**src/rtl/irq_event_pkg.sv**
```systemverilog
package irq_event_pkg;
    localparam int N_SLOTS   = 128;
    localparam int PRIO_W    = 4;
    localparam int IDX_W     = $clog2(N_SLOTS);
    localparam int CODE_SHIFT = 5;
    localparam int CODE_W    = IDX_W + CODE_SHIFT;
    localparam int DATA_W    = 32;
    localparam int ADDR_W    = 4;
    localparam int N_REGS    = 10;

    localparam int REG_TMR_PRI = 0;
    localparam int REG_SER_PRI = 6;
    localparam int N_SHORT     = 4;
    localparam int TMR_COUNT   = 3;
    localparam int TMR_TOP_BIT = 15;
    localparam int SER_LSB     = 16;

    function automatic logic [DATA_W-1:0] reg_reset(input int idx);
        case (idx)
            3:          return 32'h0000_DA74;
            4, 5, 6, 7: return 32'h3333_3333;
            8:          return 32'hF3FF_7FFF;
            9:          return 32'h00FF_FFFF;
            default:    return '0;
        endcase
    endfunction

    function automatic logic [DATA_W-1:0] reg_keep(input int idx);
        return (idx < N_SHORT) ? 32'h0000_FFFF : 32'hFFFF_FFFF;
    endfunction

    typedef struct packed {
        logic [N_SLOTS-1:0] pend;
        logic [IDX_W-1:0]   sel_idx;
        logic [PRIO_W-1:0]  lvl;
        logic               err;
    } sel_state_t;
endpackage

```
**src/rtl/irq_regfile.sv**
```systemverilog
module irq_regfile
    import irq_event_pkg::*;
#(
    parameter int NR = N_REGS,
    parameter int AW = ADDR_W,
    parameter int DW = DATA_W,
    parameter int PW = PRIO_W,
    parameter int TC = TMR_COUNT
) (
    input  logic             clk,
    input  logic             rst_n,
    input  logic             wr_en,
    input  logic [AW-1:0]    wr_addr,
    input  logic [DW-1:0]    wr_data,
    input  logic [AW-1:0]    rd_addr,
    output logic [DW-1:0]    rd_data,
    output logic [TC*PW-1:0] tmr_field_d,
    output logic [PW-1:0]    ser_field_d
);
    logic [DW-1:0] regs_d [NR];
    logic [DW-1:0] regs_q [NR];

    always_comb begin
        for (int i = 0; i < NR; i++) begin
            regs_d[i] = regs_q[i];
            if (wr_en && wr_addr == AW'(i))
                regs_d[i] = wr_data & reg_keep(i);
        end
        rd_data = '0;
        for (int i = 0; i < NR; i++)
            if (rd_addr == AW'(i))
                rd_data = regs_q[i];
    end

    assign tmr_field_d = regs_d[REG_TMR_PRI][TMR_TOP_BIT -: TC*PW];
    assign ser_field_d = regs_d[REG_SER_PRI][SER_LSB +: PW];

    always_ff @(posedge clk or negedge rst_n) begin
        if (!rst_n) begin
            for (int i = 0; i < NR; i++) regs_q[i] <= reg_reset(i);
        end else begin
            for (int i = 0; i < NR; i++) regs_q[i] <= regs_d[i];
        end
    end
endmodule

```
**src/rtl/irq_prio_map.sv**
```systemverilog
module irq_prio_map
    import irq_event_pkg::*;
#(
    parameter int NS        = N_SLOTS,
    parameter int PW        = PRIO_W,
    parameter int EXT_BASE  = 16,
    parameter int EXT_COUNT = 15,
    parameter int TMR_BASE  = 32,
    parameter int TC        = TMR_COUNT,
    parameter int SER_BASE  = 56,
    parameter int SER_COUNT = 4
) (
    input  logic [TC*PW-1:0] tmr_field,
    input  logic [PW-1:0]    ser_field,
    output logic [NS*PW-1:0] prio_flat
);
    localparam int MAXP = (1 << PW) - 1;

    for (genvar s = 0; s < NS; s++) begin : g_slot
        if (s >= EXT_BASE && s < EXT_BASE + EXT_COUNT) begin : g_ext
            assign prio_flat[s*PW +: PW] = PW'(MAXP - (s - EXT_BASE));
        end else if (s >= TMR_BASE && s < TMR_BASE + TC) begin : g_tmr
            assign prio_flat[s*PW +: PW] = tmr_field[(TC-1-(s-TMR_BASE))*PW +: PW];
        end else if (s >= SER_BASE && s < SER_BASE + SER_COUNT) begin : g_ser
            assign prio_flat[s*PW +: PW] = ser_field;
        end else begin : g_none
            assign prio_flat[s*PW +: PW] = '0;
        end
    end
endmodule

```
**src/rtl/irq_arbiter.sv**
```systemverilog
module irq_arbiter
    import irq_event_pkg::*;
#(
    parameter int NS = N_SLOTS,
    parameter int PW = PRIO_W,
    parameter int IW = IDX_W
) (
    input  logic [NS-1:0]    cand,
    input  logic [NS*PW-1:0] prio_flat,
    output logic [IW-1:0]    win_idx,
    output logic [PW-1:0]    win_prio
);
    // Strict compare while walking upward: lowest index keeps a tie,
    // and a zero priority can never win.
    always_comb begin
        win_idx  = '0;
        win_prio = '0;
        for (int i = 0; i < NS; i++) begin
            if (cand[i] && prio_flat[i*PW +: PW] > win_prio) begin
                win_idx  = IW'(i);
                win_prio = prio_flat[i*PW +: PW];
            end
        end
    end
endmodule

```
**src/rtl/irq_event_ctrl.sv**
```systemverilog
module irq_event_ctrl
    import irq_event_pkg::*;
(
    input  logic                 clk,
    input  logic                 rst_n,
    input  logic [N_SLOTS-1:0]   req,
    input  logic                 wr_en,
    input  logic [ADDR_W-1:0]    wr_addr,
    input  logic [DATA_W-1:0]    wr_data,
    input  logic [ADDR_W-1:0]    rd_addr,
    output logic [DATA_W-1:0]    rd_data,
    output logic [CODE_W-1:0]    irq_code,
    output logic [PRIO_W-1:0]    irq_level,
    output logic                 irq_valid,
    output logic                 irq_err
);
    sel_state_t st_d, st_q;

    logic [TMR_COUNT*PRIO_W-1:0] tmr_field_d;
    logic [PRIO_W-1:0]           ser_field_d;
    logic [N_SLOTS*PRIO_W-1:0]   prio_flat;
    logic [N_SLOTS-1:0]          rise, fall, prio_zero;
    logic [IDX_W-1:0]            scan_idx, new_idx;
    logic [PRIO_W-1:0]           scan_prio, new_prio;

    irq_regfile u_regs (
        .clk         (clk),
        .rst_n       (rst_n),
        .wr_en       (wr_en),
        .wr_addr     (wr_addr),
        .wr_data     (wr_data),
        .rd_addr     (rd_addr),
        .rd_data     (rd_data),
        .tmr_field_d (tmr_field_d),
        .ser_field_d (ser_field_d)
    );

    irq_prio_map u_map (
        .tmr_field (tmr_field_d),
        .ser_field (ser_field_d),
        .prio_flat (prio_flat)
    );

    assign rise = req & ~st_q.pend;
    assign fall = st_q.pend & ~req;

    // Full rescan over the next pending set.
    irq_arbiter u_scan (
        .cand      (req),
        .prio_flat (prio_flat),
        .win_idx   (scan_idx),
        .win_prio  (scan_prio)
    );

    // Best of the sources that rose this cycle.
    irq_arbiter u_new (
        .cand      (rise),
        .prio_flat (prio_flat),
        .win_idx   (new_idx),
        .win_prio  (new_prio)
    );

    always_comb begin
        for (int i = 0; i < N_SLOTS; i++)
            prio_zero[i] = (prio_flat[i*PRIO_W +: PRIO_W] == '0);

        st_d      = st_q;
        st_d.pend = req;
        st_d.err  = |(rise & prio_zero);
        if ((|fall) || wr_en) begin
            st_d.sel_idx = scan_idx;
            st_d.lvl     = scan_prio;
        end else if (new_prio != '0 && (st_q.lvl == '0 || new_prio > st_q.lvl)) begin
            st_d.sel_idx = new_idx;
            st_d.lvl     = new_prio;
        end
    end

    always_ff @(posedge clk or negedge rst_n) begin
        if (!rst_n) st_q <= '0;
        else        st_q <= st_d;
    end

    assign irq_code  = {st_q.sel_idx, {CODE_SHIFT{1'b0}}};
    assign irq_level = st_q.lvl;
    assign irq_valid = (st_q.lvl != '0);
    assign irq_err   = st_q.err;

    // idle output carries a zero code
    a_r1_idle_code_zero: assert property (@(posedge clk) disable iff (!rst_n)
        !irq_valid |-> irq_code == '0);

    // with no drop and no write, the level cannot fall
    a_r5_level_holds: assert property (@(posedge clk) disable iff (!rst_n)
        (irq_valid && !(|fall) && !wr_en) |=> irq_level >= $past(irq_level));

    // an error pulse follows some active request
    a_r7_err_has_req: assert property (@(posedge clk) disable iff (!rst_n)
        irq_err |-> (|$past(req)));

    // a valid selection names a slot that was requesting
    a_r10_sel_requested: assert property (@(posedge clk) disable iff (!rst_n)
        irq_valid |-> (|(($past(req) >> st_q.sel_idx) & N_SLOTS'(1))));
endmodule

```
**config.mk**
```make
export PLATFORM = sky130hd
export DESIGN_NAME = irq_event_ctrl
export DESIGN_NICKNAME = d
export VERILOG_FILES = /design/src/rtl/irq_event_pkg.sv /design/src/rtl/irq_regfile.sv /design/src/rtl/irq_prio_map.sv /design/src/rtl/irq_arbiter.sv /design/src/rtl/irq_event_ctrl.sv
export SDC_FILE = /design/constraint.sdc
export NUM_CORES = 1
export LEC_CHECK = 0
export ABC_CLOCK_PERIOD_IN_PS = 37400
export BUFFER_PORTS_ARGS = -buffer_cell sky130_fd_sc_hd__buf_4
export CORE_MARGIN = 2
export CORE_UTILIZATION = 60
export CTS_CLUSTER_DIAMETER = 30
export DETAILED_ROUTE_END_ITERATION = 16
export GPL_TIMING_DRIVEN = 0
export PLACE_DENSITY = 0.81
export SLEW_MARGIN = 25
export SYNTH_ARGS = -nofsm -noshare
export SYNTH_HDL_FRONTEND = slang
export SYNTH_SLANG_ARGS = --single-unit
```
**constraint.sdc**
```tcl
create_clock -name clk -period 37.4 [get_ports clk]
set_input_delay 1.87 -clock clk [delete_from_list [all_inputs] [get_ports clk]]
set_output_delay 1.87 -clock clk [all_outputs]
set_load 0.01 [all_outputs]
```
* Word level (Yosys, flattened, before mapping) *
Index checks and enable logic that the tools add are counted.

storage, ports and cells
  flip-flop bits (word level) = 396
  word-level logic and storage cells = 971

operators by class
  equal/unequal tests = 18
  reductions and logical operators = 247
  muxes and demuxes = 462
  magnitude comparators = 223
  bitwise gates (word level) = 5

operator list
  kind                                                                            number
  4-bit 2-to-1 mux                                                                224
  7-bit 2-to-1 mux                                                                128
  1-bit by 4-bit greater-than comparator with 1-bit output, first input constant  182
  128-bit bitwise AND                                                             3
  6-bit 2-to-1 mux                                                                64
  32-bit 2-to-1 mux                                                               9
  128-bit inverter                                                                2
  128-bit OR reduction                                                            2
  1-bit logical AND                                                               233
  5-bit 2-to-1 mux                                                                32
  4-bit greater-than comparator                                                   15
  4-bit greater-than comparator, first input constant                             14
  4-bit by 3-bit == test with 1-bit output, second input constant                 8
  3-bit by 4-bit greater-than comparator with 1-bit output, first input constant  8
  16-bit 2-to-1 mux                                                               2
  4-bit zero test                                                                 7
  11-bit 2-to-1 mux                                                               2
  20-bit 2-to-1 mux                                                               1
  4-bit by 2-bit == test with 1-bit output, second input constant                 4
  4-bit == test, second input constant                                            4
  2-bit by 4-bit greater-than comparator with 1-bit output, first input constant  4
  4-bit by 1-bit == test with 1-bit output, second input constant                 2
  4-bit nonzero test                                                              2
  1-bit logical OR                                                                2
  2-bit nonzero test                                                              1

* Depth between registers and ports, before layout *
Gate-level depths: netlist of run 1.

  depth in word-level cells = 341
  gate-level depth with buffers = 68
  gate-level depth less buffers = 66

* Hierarchy *
From an unflattened synthesis of run 1, not the netlist that was laid out.

second synthesis, totals
  cell total of the unflattened synthesis = 11433
  area total of the unflattened synthesis = 88367.3 µm²

by module, submodules not included
  module                 times used  cells each  area each (µm²)
  irq_arbiter at u_scan  1           4641        32944.1
  irq_arbiter at u_new   1           4571        32243.4
  irq_regfile            1           882         11882.6
  irq_event_ctrl         1           825         7445.9
  irq_prio_map           1           514         3851.2

* Least setup slack after synthesis of run 1 *
OpenSTA, ideal clock, no wires.

  path type = input to register
  from = input wr_en
  to = register st_q (netlist bit irq_code[7])
  setup time = 0.065 ns
  stages on the path = 61
  path slack = 23.584 ns
  data arrival time = 13.751 ns
  data required time = 37.335 ns
  path through = nor3b_4 -> nand2_2 -> clkbuf_1 -> mux2i_1 -> inv_1 -> ha_1 -> and4b_1 -> a211o_1 -> a221o_1 -> nand2_1 -> ha_1 -> and3_4 -> a221o_1 -> and2_4 -> buf_6 -> o21a_1 -> ha_1 -> and4b_1 -> [25 not listed] -> o21a_1 -> o21a_1 -> o211ai_1 -> nand3_1 -> o21ai_1 -> mux2i_2 -> ha_1 -> nor2b_1 -> o21ai_0 -> nand2b_1 -> a21oi_1 -> a41o_1 -> and2_1 -> clkbuf_1 -> nor2_1 -> o31ai_1 -> o221ai_1 -> o21ba_1

between the ends
  cells in the longest elaborated chain, start to end = 294
  elaborated cells between the ends (all ways) = 779
  those cells by class = order compare: 193; mux: 387; reduce/logical: 199

ends and longest elaborated chain
  what                                                      line                  text
  start: declaration                                        irq_event_ctrl.sv:7   input logic wr_en,
  1-bit logical AND *                                       irq_regfile.sv:26     if (wr_en && wr_addr == AW'(i))
  16-bit 2-to-1 mux *                                       irq_regfile.sv:26
  net prio_flat[131]                                        irq_event_ctrl.sv:21  logic [N_SLOTS*PRIO_W-1:0] prio_flat;
  4-bit greater-than comparator                             irq_arbiter.sv:19     if (cand[i] && prio_flat[i*PW +: PW] > win_prio) begin
  1-bit logical AND                                         irq_arbiter.sv:19
  4-bit 2-to-1 mux                                          irq_arbiter.sv:19
  4-bit greater-than comparator                             irq_arbiter.sv:19
  1-bit logical AND                                         irq_arbiter.sv:19
  [279 not listed]                                          n/a
  4-bit 2-to-1 mux                                          irq_arbiter.sv:19
  1-bit by 4-bit greater-than comparator with 1-bit output  irq_arbiter.sv:19
  1-bit logical AND                                         irq_arbiter.sv:19
  4-bit 2-to-1 mux                                          irq_arbiter.sv:19
  4-bit greater-than comparator                             irq_event_ctrl.sv:73  end else if (new_prio != '0 && (st_q.lvl == '0 || new_prio > st_q.lvl)) begin
  1-bit logical OR                                          irq_event_ctrl.sv:73
  1-bit logical AND                                         irq_event_ctrl.sv:73
  2-bit nonzero test (no source line)                       n/a
  end signal: assignment                                    irq_event_ctrl.sv:81  else st_q <= st_d;
  end: declaration                                          irq_event_ctrl.sv:17  sel_state_t st_d, st_q;

Mark *: on every way through the listed nets, which the timed path passes. The rest lies on a longest branch. The select of a mux whose other input is x is not followed.
A chain may end at the register's enable or synchronous reset.

* Worst setup path after layout of run 1 *
Ends and elaborated chain as after synthesis.

==> results of run 1 <==
==> state kept, by name, indices dropped and copies added, names as in the netlist <==
name,count
irq_code,6
irq_level,4
u_regs.regs_q,256
irq_err,1
st_q,128
==> per-layer routing <==
metal / track usage / part of all wire / wire length, µm / up-vias
met5: 0 / 0 / 0 / -
met4: 0.225 / 0.062 / 3920 / 0
met3: 0.0785 / 0.080 / 5040 / 258
met2: 0.610 / 0.48 / 30000 / 1006
met1: 0.447 / 0.38 / 24000 / 8281
li1: - / - / - / 7086
==> kinds of logic (layout without fill, tap and decap cells) <==
family                     after synthesis  in the layout  share of synthesized area
muxes                                  292            292                      0.165
and+or+nand+nor                        330            330                     0.0853
buffers and inverters                  257            608                     0.0526
AOI/OAI and AO/OA                      418            418                      0.156
other                                    1              9                   0.000189
DFF                                    395            395                      0.505
adders and majority gates               56             56                     0.0352
==> final cells by class <==
cell class                 instances  area, µm²  area share
antenna                            3       7.51    0.000298
buffer                            89        415      0.0165
clock buffer                     102       2260      0.0898
clock inverter                    47        833      0.0331
inverter                         168        631      0.0251
multi-input combinational       1102       8810       0.350
sequential                       395      10000       0.399
tap                              442        553      0.0220
timing repair buffer             202       1600      0.0638
==> metrics by stage <==
step,instance area [µm²],utilization
6_report,25200,0.771
4_1_cts,25100,0.771
3_5_place_dp,22100,0.676
3_3_place_gp,21900,0.672
5_1_grt,25200,0.771
2_1_floorplan,19900,-
==> placed cells by master, fill, tap and decap left out, drive strengths merged, types with 41 or more instances in the layout <==
| master | netlist | layout |
|---|---|---|
| mux2 | 257 | 257 |
| clkbuf | 50 | 152 |
| nor2 | 75 | 75 |
| inv | 166 | 172 |
| a22oi | 41 | 41 |
| ha | 56 | 56 |
| o21ai | 50 | 50 |
| o22ai | 56 | 56 |
| buf | 38 | 240 |
| dfstp | 126 | 126 |
| a21oi | 70 | 70 |
| nand2 | 79 | 79 |
| dfrtp | 269 | 269 |
==> where the power goes <==
group	total, W	switching, W	internal, W
Clock	0.000815	0.000242	0.000573
Combinational	0.000307	0.000164	0.000144
Sequential	0.000574	0.0000472	0.000527
==> critical path, delay by kind of cell <==
kind / cells / cell delay [ps]
compound gates: 25 / 6260
fa+ha+maj: 8 / 2420
buf+inv: 8 / 1650
mux: 3 / 1100
simple gates: 17 / 2990
==> worst min-delay path by stage <==
stage	slack (ps)	endpoint	from	depth (start not counted)
floorplan	460	irq_code[9]	irq_code[9]	1
global placement	480	u_regs.regs_q[270]	u_regs.regs_q[270]	1
detailed placement	490	irq_code[9]	irq_code[9]	1
CTS	500	irq_code[9]	irq_code[9]	1
global route	510	u_regs.regs_q[231]	u_regs.regs_q[231]	1
finish	490	irq_code[9]	irq_code[9]	1
==> results.ini, run 1 <==
[sta]
rsz0062_at_grt=false
fin_hold_ws_ps=493
slew_headroom=0.387
setup_violations=0
finClkSkew_ps=13.0
worst_slack_ps=21670
fmax_mhz=63.6
drv_slew=0
fin_setup_tns_ps=0
period_share=0.421
hold_viol=0
min_period_ps=15730
tightest_slew_ps=895

[die]
die_area_mm2=0.0346
rows=66
die_w_um=186
boundaryPins=221
die_y_um=186
start_util=0.609
core_area_mm2=0.0326

[setup_path]
startpoint=wr_en
worst-setup-path-type=primary input to register
worstReg2RegStart=st_q[33]
worstSetupEndpoint=irq_code[7]
cp-end-kind=register
rrSetupSlack_ps=23170
slowest_delay_ps=640
r2r-end=irq_code[7]
path_max_fanout=10
cpMaxStageDelayCell=clkbuf_1
cp_common_cell=ha_1
crit_arrival_ps=16250
ff2ff_path_depth=61
crit_path_start_kind=primary input
required_ps=37920

[global_routing]
grt_max_degree=101
grtUsageTotal=0.370
antenna_found_initial=1
grt_pass1_wl_um=97200
grt_pass1_vias=17493
grt_overflow=0

[drt]
vias=16631
first_iter_violations=1731
post_drt_via_cell_ratio=6.52
post-route-drc-count=0
drtAntennaViolNets=0
first_pass_iters=6
drt_wl_total_um=63000
wl_per_cell_um=24.7

[logic_synthesis]
synth-edff-count=0
synth_top_area_frac=0.339
post_synth_main_area_contributors=dfrtp_1 34%, dfstp_2 17%, mux2_2 15%
synth-seq-cells=395
netlist.top_cell.by_area=dfrtp_1
syn_inst=1749
ys.flop_type=dfrtp_1
synthArstFlopShare=1.00
syn-cell-area_mm2=0.0199
synth.avg_cell_area_um2=11.4
yosysUniqueCellTypes=95
synthTopCellsByCount=269 x dfrtp_1, 256 x mux2_2, 164 x inv_1, 126 x dfstp_2, 78 x nand2_1
ys_warn_count=0
synth.most_common_cell=dfrtp_1
ys_seq_area_frac=0.505

[clocking]
cts_max_path_buffers=3
cts_max_level=3
cts.sinks=395
cts_resized=0
post_cts_buffers=0
cts_buffers=81
path_clk_slew_ps=50
cts_tree=done
cts_hold_buf=0
cts-root-buf=clkbuf_16
clk-insertion-delay-late_ps=580

[placement]
portBuffers=198
hpwl_um=42200
gp_congestion=0.956
place_ws_ps=21240
dp_cells=2398

[final_layout]
nets=2266
stdcell_count=2550
area_delta_synth_final_pct=26.5
drive_above_1_share=0.371
n_fill_cell=1946

[pwr]
power_density_mw_per_mm2=67.4
power_leakage_nw=11.5
vdd_drop_max_mv=0.0457
power_w=0.00170

[run]
maxCapViolCount=0

[run_status]
outcome=complete, no violations

[worst_hold_path]
hold_class=register to register

(Power assumes the default switching activity.)
==> run 2: changes to the inputs <==
--- a/config.mk
+++ b/config.mk
@@ -5,14 +5,14 @@
 export SDC_FILE = /design/constraint.sdc
 export NUM_CORES = 1
 export LEC_CHECK = 0
-export ABC_CLOCK_PERIOD_IN_PS = 37400
+export ABC_CLOCK_PERIOD_IN_PS = 15100
 export BUFFER_PORTS_ARGS = -buffer_cell sky130_fd_sc_hd__buf_4
 export CORE_MARGIN = 2
-export CORE_UTILIZATION = 60
+export CORE_UTILIZATION = 59
 export CTS_CLUSTER_DIAMETER = 30
 export DETAILED_ROUTE_END_ITERATION = 16
 export GPL_TIMING_DRIVEN = 0
-export PLACE_DENSITY = 0.81
+export PLACE_DENSITY = 0.8
 export SLEW_MARGIN = 25
 export SYNTH_ARGS = -nofsm -noshare
 export SYNTH_HDL_FRONTEND = slang
==> constraint.sdc (replaced) <==
create_clock -name clk -period 15.1 [get_ports clk]
set_input_delay 0.755 -clock clk [delete_from_list [all_inputs] [get_ports clk]]
set_output_delay 0.755 -clock clk [all_outputs]
set_load 0.01 [all_outputs]
==> results.ini, run 2 (synthesized netlist as in run 1, its figures left out) <==
[run_status]
outcome=complete, no violations

[final_layout]
multiInputGateArea_mm2=0.00883  ; +0.24%
seq_area_mm2=0.0100  ; unchanged
drive_above_1_share=0.370  ; about the same
nets=2260  ; -0.26%
regMostFlops=u_regs.regs_q
layout_commonest_cell=dfrtp_1
largest_reg_flops=256  ; unchanged
layout_common_cells=269 x dfrtp_1, 256 x mux2_2, 213 x buf_4
n_fill_cell=2150  ; +10%
area_delta_synth_final_pct=24.7

[drt]
drt_wl_total_um=60600  ; -3.9%
post-route-drc-count=0  ; unchanged
drtAntennaViolNets=0  ; unchanged
post_drt_via_cell_ratio=6.42  ; -1.6%
vias=16343  ; -1.7%
wl_per_cell_um=23.8  ; -3.8%
first_pass_iters=5  ; -1
first_iter_violations=1631  ; -5.8%

[clocking]
post_cts_buffers=0  ; unchanged
cts_max_level=3  ; unchanged
cts_resized=0  ; unchanged
path_clk_slew_ps=50  ; about the same
clk-insertion-delay-late_ps=610  ; +30 ps
cts_max_path_buffers=3  ; unchanged
cts_hold_buf=0  ; unchanged
cts.sinks=395  ; unchanged
cts-root-buf=clkbuf_16
cts_buffers=76  ; -6.2%
cts_tree=done

[pwr]
power_density_mw_per_mm2=159  ; +140%
combPwrFrac=0.194  ; +0.013
sequentialPowerShare=0.359  ; +0.021
internal-power_w=0.00283  ; +130%
vdd_drop_max_mv=0.114  ; +150%
power_leakage_nw=11.3  ; -1.7%
power_w=0.00395  ; +130%
switching_share=0.285  ; +0.0174
p_sw_w=0.00112  ; +150%
pwr-share-clk=0.448  ; -0.032

[setup_path]
required_ps=15630  ; -22290 ps
cpMaxStageDelayCell=or3_1
worst-setup-path-type=register to register
crit_arrival_ps=14680  ; -1570 ps
cp_common_cell=ha_1
crit_cells=63  ; +3.3%
crit_path_start_kind=register
crit_family=compound AO/OA/AOI/OAI gates
cp-end-kind=register
slowest_delay_ps=460  ; -180 ps
ff2ff_path_depth=63  ; +3.3%
path_max_fanout=10  ; unchanged
cp.buffers_inverters=6  ; -2

[sta]
period_share=0.937
finClkSkew_ps=18.2  ; +5.20 ps
rsz0062_at_grt=false
fin_setup_tns_ps=0  ; unchanged
slew_headroom=0.381  ; -0.00569
fin_hold_ws_ps=93.2  ; -400 ps
setup_violations=0  ; unchanged
tightest_slew_ps=903  ; +8.29 ps
fmax_mhz=70.7
hold_viol=0  ; unchanged
drv_slew=0  ; unchanged
min_period_ps=14150

[die]
die_y_um=188  ; +0.83%
die_w_um=188  ; +0.83%
core_area_mm2=0.0334  ; +2.3%
boundaryPins=221  ; unchanged
die_area_mm2=0.0352  ; +1.7%
start_util=0.596  ; -0.0136
rows=67  ; +1.5%

[placement]
gp_congestion=0.952  ; -0.38%
hpwl_um=42200  ; -0.13%
portBuffers=198  ; unchanged

[global_routing]
grt_max_degree=95  ; -5.9%
grt_pass1_vias=16992  ; -2.9%
grt_overflow=0  ; unchanged
grt_pass1_wl_um=94300  ; -3.0%
grtUsageTotal=0.346  ; -0.0242
antenna_found_initial=3  ; +2

[run]
maxCapViolCount=0  ; unchanged

[worst_hold_path]
hold_class=primary input to asynchronous set/reset pin

-- run 2: worst paths after layout --
| check | to | from | slack [ps] |
|---|---|---|---|
| min in group clk | st_q[121] | req[109] | 270 |
| hold reg to reg | u_regs.regs_q[199] | u_regs.regs_q[199] | 500 |
| max in group asynchronous | irq_level[2] | rst_n | 13740 |
| setup reg to reg | irq_code[7] | st_q[33] | 950 |
| hold / removal | u_regs.regs_q[70] | rst_n | 90 |
| setup / recovery | irq_code[7] | st_q[33] | 950 |
-- run 2: power groups by stage --
stage,Sequential [W],Combinational (W),Clock [W]
2_1_floorplan,0.00138,0.000503,0
3_3_place_gp,0.00140,0.000704,0
3_5_place_dp,0.00142,0.000741,0
4_1_cts,0.00141,0.000754,0.00178
5_1_grt,0.00143,0.000835,0.00184
6_report,0.00142,0.000765,0.00177
-- run 2: worst register-to-register path, delay by kind of cell (launching register included) --
family / cells / cell delay [ps]
buffers and inverters: 6 / 800
adders and majority gates: 8 / 2460
AOI/OAI and AO/OA: 28 / 6250
muxes: 2 / 600
and+or+nand+nor: 19 / 3580
DFF: 1 / 410
-- run 2: metal layers --
| layer | global-route usage | up-vias | routed length [µm] |
|---|---|---|---|
| li1 | - | 7067 | - |
| met1 | 0.439 | 8136 | 23200 |
| met2 | 0.573 | 945 | 29600 |
| met3 | 0.0612 | 195 | 4900 |
| met4 | 0.175 | 0 | 2890 |
| met5 | 0 | - | 0 |
-- run 2: cell type report --
| cell class | instances | area share |
|---|---|---|
| sequential | 395 | 0.405 |
| tap | 448 | 0.0226 |
| timing repair buffer | 202 | 0.0647 |
| antenna | 3 | 0.000303 |
| inverter | 168 | 0.0254 |
| multi-input combinational | 1102 | 0.356 |
| clock inverter | 51 | 0.0270 |
| buffer | 88 | 0.0166 |
| clock buffer | 90 | 0.0821 |
-- run 2: through the flow --
stage	instance area (µm²)	std cells	utilization	setup slack, ps
6_report	24800	2547	0.743	950
5_1_grt	24800	2547	0.743	52.7
4_1_cts	24800	2545	0.742	590
3_5_place_dp	22100	2404	0.661	2.34
3_3_place_gp	21900	2400	0.658	280
2_1_floorplan	19900	1754	-	2400
